--- config.mk ---
export PLATFORM = sky130hd
export DESIGN_NAME = pca_irq_agg
export DESIGN_NICKNAME = d
export VERILOG_FILES = /design/src/rtl/pca_pkg.sv /design/src/rtl/pca_summary.sv /design/src/rtl/pca_mask.sv /design/src/rtl/pca_rdport.sv /design/src/rtl/pca_irq_agg.sv
export SDC_FILE = /design/constraint.sdc
export NUM_CORES = 1
export LEC_CHECK = 0
export ABC_AREA = 0
export BUFFER_PORTS_ARGS = -buffer_cell sky130_fd_sc_hd__buf_2
export CAP_MARGIN = 10
export CELL_PAD_IN_SITES_DETAIL_PLACEMENT = 0
export CELL_PAD_IN_SITES_GLOBAL_PLACEMENT = 1
export CORE_ASPECT_RATIO = 0.6
export CORE_MARGIN = 8
export CORE_UTILIZATION = 29
export DETAILED_ROUTE_END_ITERATION = 8
export GPL_ROUTABILITY_DRIVEN = 0
export HOLD_SLACK_MARGIN = 0.03
export PLACE_DENSITY_LB_ADDON = 0.1
export SYNTH_ARGS = -nofsm -noshare
export SYNTH_HDL_FRONTEND = slang
export SYNTH_HIERARCHICAL = 1
export SYNTH_SLANG_ARGS = --single-unit
--- constraint.sdc ---
create_clock -name clk -period 1.4 [get_ports clk]
set_clock_uncertainty 0.15 [all_clocks]
set_input_delay 0.42 -clock clk [delete_from_list [all_inputs] [get_ports clk]]
set_output_delay 0.42 -clock clk [all_outputs]
set_load 0.05 [all_outputs]
--- src/rtl/pca_pkg.sv ---
package pca_pkg;
  localparam int unsigned GRP_N   = 3;
  localparam int unsigned GRP_RX  = 0;
  localparam int unsigned GRP_TX  = 1;
  localparam int unsigned GRP_MSC = 2;

  localparam logic [1:0] ADR_SUMMARY = 2'd0;
  localparam logic [1:0] ADR_MASK    = 2'd1;

  typedef enum logic [1:0] {
    ACC_IDLE  = 2'd0,
    ACC_READ  = 2'd1,
    ACC_WRITE = 2'd2
  } acc_kind_e;
endpackage

--- src/rtl/pca_summary.sv ---
module pca_summary #(
  parameter int unsigned N = 3
) (
  input  logic         clk,
  input  logic         rst_n,
  input  logic [N-1:0] req_i,
  input  logic         clr_i,
  output logic [N-1:0] sum_o
);
  for (genvar g = 0; g < N; g++) begin : g_bit
    logic bit_q;
    always_ff @(posedge clk) begin
      if (!rst_n) bit_q <= 1'b0;
      else        bit_q <= (bit_q & ~clr_i) | req_i[g];
    end
    assign sum_o[g] = bit_q;
  end
endmodule

--- src/rtl/pca_mask.sv ---
module pca_mask #(
  parameter int unsigned W = 32
) (
  input  logic         clk,
  input  logic         rst_n,
  input  logic         we_i,
  input  logic [W-1:0] wdata_i,
  output logic [W-1:0] mask_o
);
  logic [W-1:0] mask_q;
  always_ff @(posedge clk) begin
    if (!rst_n)    mask_q <= '1;
    else if (we_i) mask_q <= wdata_i;
  end
  assign mask_o = mask_q;
endmodule

--- src/rtl/pca_rdport.sv ---
module pca_rdport #(
  parameter int unsigned W = 32,
  parameter int unsigned N = 3
) (
  input  logic         clk,
  input  logic         rst_n,
  input  logic         rd_i,
  input  logic         pick_sum_i,
  input  logic         pick_mask_i,
  input  logic [N-1:0] sum_i,
  input  logic [W-1:0] mask_i,
  output logic [W-1:0] rdata_o,
  output logic         rvalid_o
);
  localparam int unsigned PAD = W - N;
  logic [W-1:0] mux_d;
  logic [W-1:0] rdata_q;
  logic         rvalid_q;

  always_comb begin
    mux_d = '0;
    if (pick_sum_i)  mux_d = {{PAD{1'b0}}, sum_i};
    if (pick_mask_i) mux_d = mask_i;
  end

  always_ff @(posedge clk) begin
    if (!rst_n) begin
      rdata_q  <= '0;
      rvalid_q <= 1'b0;
    end else begin
      rvalid_q <= rd_i;
      if (rd_i) rdata_q <= mux_d;
    end
  end

  assign rdata_o  = rdata_q;
  assign rvalid_o = rvalid_q;
endmodule

--- src/rtl/pca_irq_agg.sv ---
module pca_irq_agg #(
  parameter int unsigned DATA_W = 32,
  parameter int unsigned ADDR_W = 2
) (
  input  logic              clk,
  input  logic              rst_n,
  input  logic [2:0]        grp_req_i,
  input  logic              bus_sel_i,
  input  logic              bus_wr_i,
  input  logic [ADDR_W-1:0] bus_addr_i,
  input  logic [DATA_W-1:0] bus_wdata_i,
  output logic [DATA_W-1:0] rd_data_o,
  output logic              rd_valid_o,
  output logic              irq_o
);
  import pca_pkg::*;
  localparam int unsigned N = GRP_N;

  acc_kind_e     kind;
  logic          hit_sum, hit_mask;
  logic [N-1:0]  sum_q;
  logic [DATA_W-1:0] mask_q;
  logic [N-1:0]  live;

  always_comb begin
    kind = ACC_IDLE;
    if (bus_sel_i) kind = bus_wr_i ? ACC_WRITE : ACC_READ;
    hit_sum  = (bus_addr_i == ADDR_W'(ADR_SUMMARY));
    hit_mask = (bus_addr_i == ADDR_W'(ADR_MASK));
  end

  pca_summary #(.N(N)) u_sum (
    .clk   (clk),
    .rst_n (rst_n),
    .req_i (grp_req_i),
    .clr_i (kind == ACC_READ && hit_sum),
    .sum_o (sum_q)
  );

  pca_mask #(.W(DATA_W)) u_mask (
    .clk     (clk),
    .rst_n   (rst_n),
    .we_i    (kind == ACC_WRITE && hit_mask),
    .wdata_i (bus_wdata_i),
    .mask_o  (mask_q)
  );

  pca_rdport #(.W(DATA_W), .N(N)) u_rd (
    .clk         (clk),
    .rst_n       (rst_n),
    .rd_i        (kind == ACC_READ),
    .pick_sum_i  (hit_sum),
    .pick_mask_i (hit_mask),
    .sum_i       (sum_q),
    .mask_i      (mask_q),
    .rdata_o     (rd_data_o),
    .rvalid_o    (rd_valid_o)
  );

  for (genvar g = 0; g < N; g++) begin : g_gate
    assign live[g] = sum_q[g] & ~mask_q[g];
  end
  assign irq_o = |live;
endmodule

==> summary.md, run 1 <==
| Metric | Value |
|---|---|
| Seq/Total Area, Yosys | 0.503 |
| Classification of the worst setup path | reg2out |
| Net count of the mapped netlist | slightly above 300 |
| Vias in the first global route | between 2,000 and 2,500 |
| Layout cell share with drive strength beyond 1 | 0.455 |
| Worst slack after detailed placement | -0.256 ns |
| Pin count of the biggest net entering global routing | 31 |
| Kind of start point of the critical path | flip-flop |
| Largest buffer count on any clock path | 2 |
| Core area | 9120 µm² |
| Setup repair after global routing missed its margin | true |
| VDD IR-drop max | approximately 0.52 mV |
| Cell leakage power | around 1.6 nW |
| Critical register-to-register path startpoint | u_mask/mask_o[2] |
| Post-Route WL | around 6.8 mm |
| Number of nets still failing antenna checks after routing | 0 |
| Start point of the critical path | u_mask/mask_o[2] |
| Wire length of the first global-routing pass | roughly 11 mm |
| Clock tree from TritonCTS | built |
| Number of sinks driven by the clock tree | 68 |
| Area enclosed by the die boundary | roughly 13,000 µm² |
| Worst-skew pair later-pin latency | 0.33 ns |
| FMAX | a little over 0.6 GHz |
| Number of levels in the clock H-tree | 3 |
| Detail-routed net length per standard cell | roughly 14 µm |
| Maximum cell stage delay along the critical path | 0.34 ns |
| Required time at the endpoint of the critical path | between 0.8 and 0.9 ns |
| Number of placement rows | 27 |
| Result of the run | finished, violations left |
| Type of element capturing the critical path | output pin |
| Detailed-route DRC error count | 0 |
| Initial core utilization | 0.297 |
| Cell with the largest stage delay on the worst path | sky130_fd_sc_hd__dfxtp_1 |
| Failing checks | setup timing |
| Detailed placer's ending HPWL | around 4.7 mm |
| Setup violations, final | 2 |
| Count of boundary I/O pins | 75 |
| Crit Path Max Fanout | 2 |
| Power density over the cells | about 1100 nW/µm² |
| Post-Synthesis Cell Area | 2710 µm² |
| Y dimension of the die | 90.8 µm |
| CTS Buf Count | 9 |
| Total routing resource utilization after global routing | 0.108 |
| Detail-routed via count per cell | between 4 and 5 |
| Worst path arrival time | around 1.0 ns |
| Number of antenna violations at the first check in global routing | 0 |
| Min setup slack post-route | -0.214 ns |
| Post-route worst hold slack | approximately 0.15 ns |
| Number of DRC violations after detailed-routing iteration 0 | 98 |
| Worst-Margin Slew | approximately 0.31 ns |
| Horiz. Die Dim | 141 µm |
| Count of cells along the worst hold path | 2 |
| Syn avg cell area | approximately 10 µm² |
| Ordered list of cells on the worst path | o221ai_4 -> buf_6 |
| Clk pin slew, worst setup/hold paths | ~0.050 ns |
| Area growth from synthesis to final layout | 49.3% |
| Flip-flop and latch count after synthesis | between 60 and 70 |
| Relative slew slack | 0.791 |
| Cell types occupying the most area after synthesis | sky130_fd_sc_hd__dfxtp_1 (50%), sky130_fd_sc_hd__mux2i_1 (12%), sky130_fd_sc_hd__a21boi_1 (8.0%) |
| Post-Syn Instances | ~270 |
| Share of the synthesized area in the top cell type | 0.503 |
| Final hold violation count | 0 |
| Cell type contributing the most total cell area after synthesis | sky130_fd_sc_hd__dfxtp_1 |
| Remaining Overflow, GRT | 0 |
| Post-layout min period | between 1.5 and 2 ns |
| Clock tree root buffer cell | sky130_fd_sc_hd__clkbuf_16 |
| Worst Hold Launch | grp_req_i[0] |
| Worst path bufs/invs | 1 |
| Maxcap violations | 0 |
| Stages on the worst setup path | 2 |
| Distinct cell type count of the synthesized netlist | 22 |
| Vias | approximately 2,100 |
| R2R cell count | 3 |
| Path type of the worst min-delay path | in2reg |
| Port-buffer cells | 74 |
| Final period utilization | 1.15 |
| Cell type group with the largest total delay on the critical path | flip-flops |
| # hold bufs at CTS | 0 |
| Nets | about 400 |
| Total number of yosys warnings | 6 |
| Number of inserted diodes | 0 |
| Detailed-router iteration count before antenna repair | 4 |
| Number of slew-limit violations in the final report | 0 |
-- final timing paths --
check	end	slack [ns]
worst max-delay path	irq_o	-0.21
worst min-delay path	u_sum/g_bit[0].bit_q	0.15
worst max register to register	u_rd/rdata_o[2]	0.23
worst min register to register	u_mask/mask_o[31]	0.32
-- power by group --
part	switching (mW)	internal [mW]
logic	0.276	0.258
registers	0.0421	2.00
clock network	0.804	1.23
total	1.12	3.49
-- layout make-up --
cell class | instances | area [µm²]
Timing Repair Buffer | 108 | 1010
Multi-Input combinational cell | 173 | 1200
Clock buffer | 11 | 243
Sequential cell | 68 | 1410
Inverter | 2 | 7.51
Tap cell | 116 | 145
Clock inverter | 5 | 27.5
Fill cell | 911 | 5080
-- cell usage after synthesis --
| cell | instances |
|---|---|
| sky130_fd_sc_hd__dfxtp_1 | 68 |
| sky130_fd_sc_hd__mux2i_1 | 32 |
| sky130_fd_sc_hd__nand2_1 | 32 |
| sky130_fd_sc_hd__nand2b_1 | 30 |
| sky130_fd_sc_hd__a21boi_1 | 29 |
| sky130_fd_sc_hd__nand3_1 | 29 |
| sky130_fd_sc_hd__clkbuf_1 | 8 |
| sky130_fd_sc_hd__nor2b_1 | 6 |
| sky130_fd_sc_hd__buf_4 | 5 |
| sky130_fd_sc_hd__buf_6 | 4 |
| sky130_fd_sc_hd__a221o_1 | 3 |
| sky130_fd_sc_hd__and4_1 | 3 |
| sky130_fd_sc_hd__buf_2 | 3 |
| sky130_fd_sc_hd__buf_8 | 3 |
| sky130_fd_sc_hd__o21a_1 | 3 |
| sky130_fd_sc_hd__inv_1 | 2 |
| sky130_fd_sc_hd__and2_1 | 1 |
| sky130_fd_sc_hd__and4b_1 | 1 |
| sky130_fd_sc_hd__and4b_4 | 1 |
| sky130_fd_sc_hd__nor2_1 | 1 |
| sky130_fd_sc_hd__nor4b_2 | 1 |
| sky130_fd_sc_hd__o221ai_1 | 1 |
-- placed cells by master (no fill, tap or decap), types with 2 or more instances in the layout --
cell type	count
sky130_fd_sc_hd__mux2i_1	32
sky130_fd_sc_hd__nand2b_1	29
sky130_fd_sc_hd__nand2_1	32
sky130_fd_sc_hd__o21a_1	3
sky130_fd_sc_hd__dfxtp_2	34
sky130_fd_sc_hd__and4_1	3
sky130_fd_sc_hd__dfxtp_1	33
sky130_fd_sc_hd__inv_2	2
sky130_fd_sc_hd__a221o_1	3
sky130_fd_sc_hd__clkinv_2	4
sky130_fd_sc_hd__buf_4	30
sky130_fd_sc_hd__buf_12	4
sky130_fd_sc_hd__buf_2	40
sky130_fd_sc_hd__nand3_1	29
sky130_fd_sc_hd__clkbuf_16	9
sky130_fd_sc_hd__nor2b_1	4
sky130_fd_sc_hd__buf_8	32
sky130_fd_sc_hd__buf_6	2
sky130_fd_sc_hd__a21boi_1	29
-- metrics by stage --
stage           util  instance area [µm²]  power, mW  std cells  TNS [ns]
2_1_floorplan      -                 2730       2.36        266     -1.14
3_3_place_gp   0.360                 3290       2.53        454    -10.78
3_5_place_dp   0.360                 3290       2.53        454    -11.60
4_1_cts        0.430                 3930       4.68        473    -0.379
6_report       0.443                 4040       4.61        483    -0.222
5_1_grt        0.443                 4040       4.83        483    -0.621
-- layer usage --
| layer | part of all wire | track usage |
|---|---|---|
| met3 | 0.068 | 0.0507 |
| met1 | 0.50 | 0.138 |
| met2 | 0.42 | 0.152 |
| met4 | 0.016 | 0.0454 |
| met5 | 0 | 0 |
-- sequential cells by signal, indices dropped and copies added, names as in the netlist --
name and flops:
u_rd/rvalid_o 1, u_mask/mask_o 32, u_rd/rdata_o 32, u_sum/g_bit.bit_q 3
-- worst reg2reg max path, stage by stage, from the launching register on --
cell	delay [ns]
sky130_fd_sc_hd__dfxtp_1	0.34
sky130_fd_sc_hd__buf_4	0.14
sky130_fd_sc_hd__and4_1	0.18
sky130_fd_sc_hd__a221o_1	0.25
-- kinds of logic (layout without fill, tap and decap cells) --
kind of cell,after synthesis,in the layout,synth area share
mux,32,32,0.118
compound gates,36,36,0.103
simple gates,105,105,0.209
flops,68,68,0.503
buf+inv,25,126,0.0666
-- timing repair --
| action | in CTS | in global routing |
|---|---|---|
| pin swaps | 1 | 1 |
| gates resized for setup | 128 | 11 |
| buffers inserted | 3 | 10 |
| endpoints found under the setup margin | 34 | 32 |
No activity file was read; power rests on OpenSTA's default activity.
==> run 2, diff against run 1 <==
Settings changed: CTS_BUF_LIST from default to sky130_fd_sc_hd__clkbuf_16.
==> run 2 against run 1 <==
  * The flow still finishes with violations (setup timing)
  * Total power is 1.4% lower
  * Non-clock buffer count is the same
  * Core utilization is 0.11 points lower
  * Clock power fell by 3%
  * Hold slack barely moved
  * Sequential share of layout area is 0.086 points higher
  * Die area did not move
  * Sequential cell count unchanged
  * First-iteration DRC count did not move
  * Critical path depth unchanged
  * Global-route usage unchanged
  * Final area fell by 0.25%
  * Critical path type unchanged
  * Largest cell class unchanged
  * Largest power group unchanged
==> summary.md, run 2 (same netlist as run 1, synthesis figures left out) <==
| Metric | Value |
|---|---|
| Result of the run | finished, violations left |
| Failing checks | setup timing |
| Number of levels in the clock H-tree | 3 (unchanged) |
| Min setup slack post-route | -0.214 ns (+0.000100 ns) |
| Highest-count cells in the layout ignoring fill and taps | sky130_fd_sc_hd__buf_2 (40), sky130_fd_sc_hd__dfxtp_2 (34), sky130_fd_sc_hd__dfxtp_1 (33) |
| Clock tree root buffer cell | sky130_fd_sc_hd__clkbuf_16 |
| Number of slew-limit violations in the final report | 0 (unchanged) |
| Worst path arrival time | 1.04 ns (about the same) |
| Post-layout min period | 1.61 ns (-0.000100 ns) |
| Port-buffer cells | 74 (unchanged) |
| Clock tree from TritonCTS | built |
| Largest buffer count on any clock path | 2 (unchanged) |
| Crit Path Max Fanout | 2 (unchanged) |
| Vias in the first global route | 2,181 (unchanged) |
| Worst-skew pair later-pin latency | 0.32 ns (about the same) |
| Most common cell after layout, fill and taps aside | sky130_fd_sc_hd__buf_2 |
| Number of DRC violations after detailed-routing iteration 0 | 98 (unchanged) |
| Count of boundary I/O pins | 75 (unchanged) |
| Vias | 2,150 (+0.093%) |
| Setup violations, final | 2 (unchanged) |
| Total routing resource utilization after global routing | 0.108 (unchanged) |
| VDD IR-drop max | 0.518 mV (about the same) |
| Number of antenna violations at the first check in global routing | 0 (unchanged) |
| Final period utilization | 1.15 (about the same) |
| Detail-routed via count per cell | 4.45 (about the same) |
| Classification of the worst setup path | reg2out |
| CTS Buf Count | 9 (unchanged) |
| Area growth from synthesis to final layout | 48.9% |
| Number of sinks driven by the clock tree | 68 (unchanged) |
| Wire length of the first global-routing pass | 11.0 mm (unchanged) |
| Final hold violation count | 0 (unchanged) |
| Relative slew slack | 0.791 (unchanged) |
| Post-Route WL | 6.78 mm (about the same) |
| Detailed-router iteration count before antenna repair | 4 (unchanged) |
| Area enclosed by the die boundary | 12,800 µm² (unchanged) |
| Cell leakage power | 1.61 nW (about the same) |
| Core area | 9120 µm² (unchanged) |
| Layout cell share with drive strength beyond 1 | 0.452 (-0.00272) |
| Layout fillers | 912 (+0.11%) |
| Type of element capturing the critical path | output pin |
| Path type of the worst min-delay path | in2reg |
| Pin count of the biggest net entering global routing | 31 (unchanged) |
| Kind of start point of the critical path | flip-flop |
| Power density over the cells | 1130 nW/µm² (-1.2%) |
| Area of the multi-input gates | 1200 µm² (unchanged) |
| Initial core utilization | 0.297 (unchanged) |
| Required time at the endpoint of the critical path | 0.83 ns (about the same) |
| Detailed-route DRC error count | 0 (unchanged) |
| Worst-Margin Slew | 0.313 ns (unchanged) |
| Sum of internal, switching and leakage power | 4.55 mW (-1.4%) |
| Detail-routed net length per standard cell | 14.0 µm (about the same) |
| Number of placement rows | 27 (unchanged) |
| FMAX | 0.620 GHz (about the same) |
| Detailed placer's ending HPWL | 4.66 mm (unchanged) |
| Number of inserted diodes | 0 (unchanged) |
| Setup repair after global routing missed its margin | true |
| Y dimension of the die | 90.8 µm (unchanged) |
| Remaining Overflow, GRT | 0 (unchanged) |
| Final core utilization | 0.442 (-0.00110) |
| # hold bufs at CTS | 0 (unchanged) |
| Clk pin slew, worst setup/hold paths | 0.05 ns (about the same) |
| Nets | 403 (unchanged) |
| Number of nets still failing antenna checks after routing | 0 (unchanged) |
| Total area of sequential cells | 1410 µm² (unchanged) |
| Maxcap violations | 0 (unchanged) |
| Horiz. Die Dim | 141 µm (unchanged) |
==> run 2: changes by cell type in the layout (fill, tap and decap cells not counted) <==
cell / change
sky130_fd_sc_hd__clkbuf_1: -1
sky130_fd_sc_hd__clkbuf_8: -1
sky130_fd_sc_hd__clkinv_1: +1
sky130_fd_sc_hd__inv_1: +1
==> run 2: layout make-up <==
type,instances,share of cell area
multi-input cells,173,0.298
flip-flops and latches,68,0.349
clock inverters,7,0.00869
well taps,116,0.0360
repair buffers,108,0.250
clock buffers,9,0.0559
inverters,2,0.00186
==> run 2: metrics by stage <==
| step | setup TNS (ns) | setup slack (ns) | hold WS, ns | area [µm²] | std cells |
|---|---|---|---|---|---|
| 6_report | -0.222 | -0.214 | 0.151 | 4030 | 483 |
| 5_1_grt | -0.618 | -0.259 | 0.150 | 4030 | 483 |
| 4_1_cts | -0.375 | -0.243 | 0.136 | 3920 | 473 |
| 3_5_place_dp | -11.60 | -0.256 | 0.304 | 3290 | 454 |
| 3_3_place_gp | -10.78 | -0.226 | 0.301 | 3290 | 454 |
| 2_1_floorplan | -1.14 | -0.0379 | 0.291 | 2730 | 266 |
==> run 2: final timing paths <==
kind | from | end | slack [ns] | cells past startpoint
min | grp_req_i[0] | u_sum/g_bit[0].bit_q | 0.15 | 2
max | u_mask/mask_o[2] | irq_o | -0.21 | 2
min reg2reg | u_mask/mask_o[31] | u_mask/mask_o[31] | 0.32 | 2
max reg2reg | u_mask/mask_o[2] | u_rd/rdata_o[2] | 0.23 | 3
==> run 2: report_power, final <==
group          total, mW  switching (mW)  internal, mW
clock network       1.97           0.802          1.17
logic              0.534           0.275         0.258
registers           2.04          0.0421          2.00
total               4.55            1.12          3.43
==> run 2: worst max-delay path, stage by stage, from the launching register on <==
cell and delay, ns:
sky130_fd_sc_hd__dfxtp_1 0.34, sky130_fd_sc_hd__o221ai_4 0.20, sky130_fd_sc_hd__buf_6 0.18
==> run 2: repair_timing <==
action / 4_1_cts / 5_1_grt
resized for setup: 128 / 11
pin swaps: 1 / 1
setup endpoints to repair: 34 / 32
setup buffers: 3 / 10
gates cloned: 0 / 0
==> run 2: layer usage <==
metal / global-route usage / wire [µm] / part of all wire / up-vias
li1: - / - / - / 1094
met5: 0 / 0 / 0 / -
met2: 0.152 / 2840 / 0.42 / 54
met4: 0.0454 / 109 / 0.016 / 0
met1: 0.138 / 3350 / 0.49 / 990
met3: 0.0507 / 468 / 0.069 / 12
==> run 3, diff against run 2 <==
Settings changed: PLACE_DENSITY_LB_ADDON 0.1 to 0.25.
Clock period 1.4 ns to 1.6 ns, I/O delays scaled along.
==> run 3 against run 2 <==
  * The run still ends with setup timing left
  * Sequential share of layout area grew 3.6 points
  * Sequential power fell by 13%
  * Sequential cell count unchanged
  * Via count shrank 4.3%
  * Register-to-register slack gained 0.34 ns
  * Largest cell class unchanged
  * Largest power group is now the clock network
==> summary.md, run 3 (same netlist as run 1, synthesis figures left out) <==
| Metric | Value |
|---|---|
| Worst Hold Launch | grp_req_i[0] |
| Detail-routed net length per standard cell | 14.1 µm (+0.30%) |
| CTS Buf Count | 9 (unchanged) |
| Number of slew-limit violations in the final report | 0 (unchanged) |
| Number of levels in the clock H-tree | 3 (unchanged) |
| Vias in the first global route | 2,171 (-0.46%) |
| Total routing resource utilization after global routing | 0.106 (-0.00210) |
| FMAX | 0.594 GHz |
| Port-buffer cells | 74 (unchanged) |
| Worst-skew pair later-pin latency | 0.32 ns (about the same) |
| Cell with the largest stage delay on the worst path | sky130_fd_sc_hd__dfxtp_2 |
| Power density over the cells | 1130 nW/µm² (+0.14%) |
| Detail-routed via count per cell | 4.43 (-0.57%) |
| Count of boundary I/O pins | 75 (unchanged) |
| Remaining Overflow, GRT | 0 (unchanged) |
| Critical register-to-register path startpoint | u_mask/mask_o[2] |
| Final total negative setup slack | -0.0837 ns (+0.139 ns) |
| Number of antenna violations at the first check in global routing | 0 (unchanged) |
| Most common cell after layout, fill and taps aside | sky130_fd_sc_hd__buf_2 |
| Detailed placer's ending HPWL | 4.64 mm (-0.47%) |
| Initial core utilization | 0.297 (unchanged) |
| Setup repair after global routing missed its margin | true |
| Cell count after placement | 450 (-0.88%) |
| Clock tree from TritonCTS | built |
| Worst-Margin Slew | 0.333 ns (+0.0205 ns) |
| Pin count of the biggest net entering global routing | 33 (+6.5%) |
| Core area | 9120 µm² (unchanged) |
| Wire length of the first global-routing pass | 10.8 mm (-2.5%) |
| Number of DRC violations after detailed-routing iteration 0 | 93 (-5.1%) |
| Crit Path Max Fanout | 2 (unchanged) |
| Horiz. Die Dim | 141 µm (unchanged) |
| Cell leakage power | 1.44 nW (-11%) |
| Final hold violation count | 0 (unchanged) |
| Number of nets still failing antenna checks after routing | 0 (unchanged) |
| # hold bufs at CTS | 0 (unchanged) |
| Area growth from synthesis to final layout | 31.1% |
| VDD IR-drop max | 0.459 mV (-11%) |
| Post-layout min period | approximately 1.7 ns |
| Clk pin slew, worst setup/hold paths | 0.05 ns (about the same) |
| Highest-count cells in the layout ignoring fill and taps | sky130_fd_sc_hd__buf_2 (66), sky130_fd_sc_hd__dfxtp_1 (64), sky130_fd_sc_hd__mux2i_1 (32), sky130_fd_sc_hd__nand2_1 (32), sky130_fd_sc_hd__nand2b_1 (30) |
| Post-Route WL | 6.54 mm (-3.4%) |
| Largest buffer count on any clock path | 2 (unchanged) |
| Final period utilization | 1.05 |
| Relative slew slack | 0.777 (-0.0142) |
| Detailed-route DRC error count | 0 (unchanged) |
| Y dimension of the die | 90.8 µm (unchanged) |
| Min setup slack post-route | -0.0837 ns (+0.130 ns) |
| Classification of the worst setup path | reg2out |
| Post-route worst hold slack | 0.216 ns (+0.0653 ns) |
| Path type of the worst min-delay path | in2reg |
| Failing checks | setup timing |
| Nets | 386 (-4.2%) |
| Kind of start point of the critical path | flip-flop |
| Cell type group with the largest total delay on the critical path | flip-flops |
| Number of inserted diodes | 0 (unchanged) |
| Number of sinks driven by the clock tree | 68 (unchanged) |
| Ordered list of cells on the worst path | inv_2 -> o221ai_2 -> buf_6 |
| Maximum cell stage delay along the critical path | 0.33 ns (about the same) |
| Worst path bufs/invs | 2 (+1) |
| Result of the run | finished, violations left |
| Final non-filler cell total | 465 (-3.7%) |
| Worst path arrival time | 1.05 ns (about the same) |
| Required time at the endpoint of the critical path | 0.97 ns (+0.14 ns) |
| Maxcap violations | 0 (unchanged) |
| Setup violations, final | 1 (-1) |
| Vias | 2,058 (-4.3%) |
| Detailed-router iteration count before antenna repair | 4 (unchanged) |
| Area enclosed by the die boundary | 12,800 µm² (unchanged) |
| Start point of the critical path | u_sum/g_bit[2].bit_q |
| Number of placement rows | 27 (unchanged) |
| Clock tree root buffer cell | sky130_fd_sc_hd__clkbuf_16 |
| Register-to-register setup slack | 0.57 ns (+0.34 ns) |
| Type of element capturing the critical path | output pin |
| Layout cell share with drive strength beyond 1 | 0.321 (-0.131) |
| Sum of internal, switching and leakage power | 4.01 mW (-12%) |
## run 3: cell count changes in the layout (fill, tap and decap cells not counted), sizes merged
cell,delta
buf,-23
clkbuf,+6
clkinv,-2
bufinv,+1
clkinvlp,-1
inv,+1
## run 3: through the flow
stage          setup WS (ns)  area (µm²)  utilization
2_1_floorplan         0.0186        2710            -
3_3_place_gp         -0.0611        3240        0.356
3_5_place_dp         -0.0929        3240        0.356
4_1_cts               -0.110        3530        0.387
5_1_grt               -0.139        3550        0.389
6_report             -0.0837        3550        0.389
## run 3: cell type report
type                    instances  area, µm²
well taps                     116        145
flip-flops and latches         68       1370
repair buffers                 91        572
clock inverters                 6       48.8
inverters                       2       7.51
clock buffers                   9        225
fillers                       943       5570
multi-input cells             173       1180
## run 3: repair_timing
action                                  4_1_cts  5_1_grt
setup buffers                                 0        0
resized for setup                             7        7
pin swaps                                     1        0
endpoints found under the setup margin        2        7
cloned                                        0        0
## run 3: worst paths after layout
| path | endpoint | depth (start not counted) |
|---|---|---|
| hold reg to reg | u_rd/rdata_o[11] | 2 |
| setup / recovery | irq_o | 3 |
| setup reg to reg | u_rd/rdata_o[2] | 2 |
| hold / removal | u_sum/g_bit[0].bit_q | 2 |
## run 3: where the power goes
group,switching [mW],internal [mW]
Combinational,0.236,0.167
Clock,0.666,1.17
Sequential,0.0249,1.75
Total,0.927,3.08
## run 3: layer usage
layer | vias up | share of wire | GRT usage
met1 | 931 | 0.53 | 0.139
met2 | 63 | 0.38 | 0.144
met3 | 7 | 0.082 | 0.0586
met5 | - | 0 | 0
li1 | 1057 | - | -
met4 | 0 | 0.0067 | 0.0320
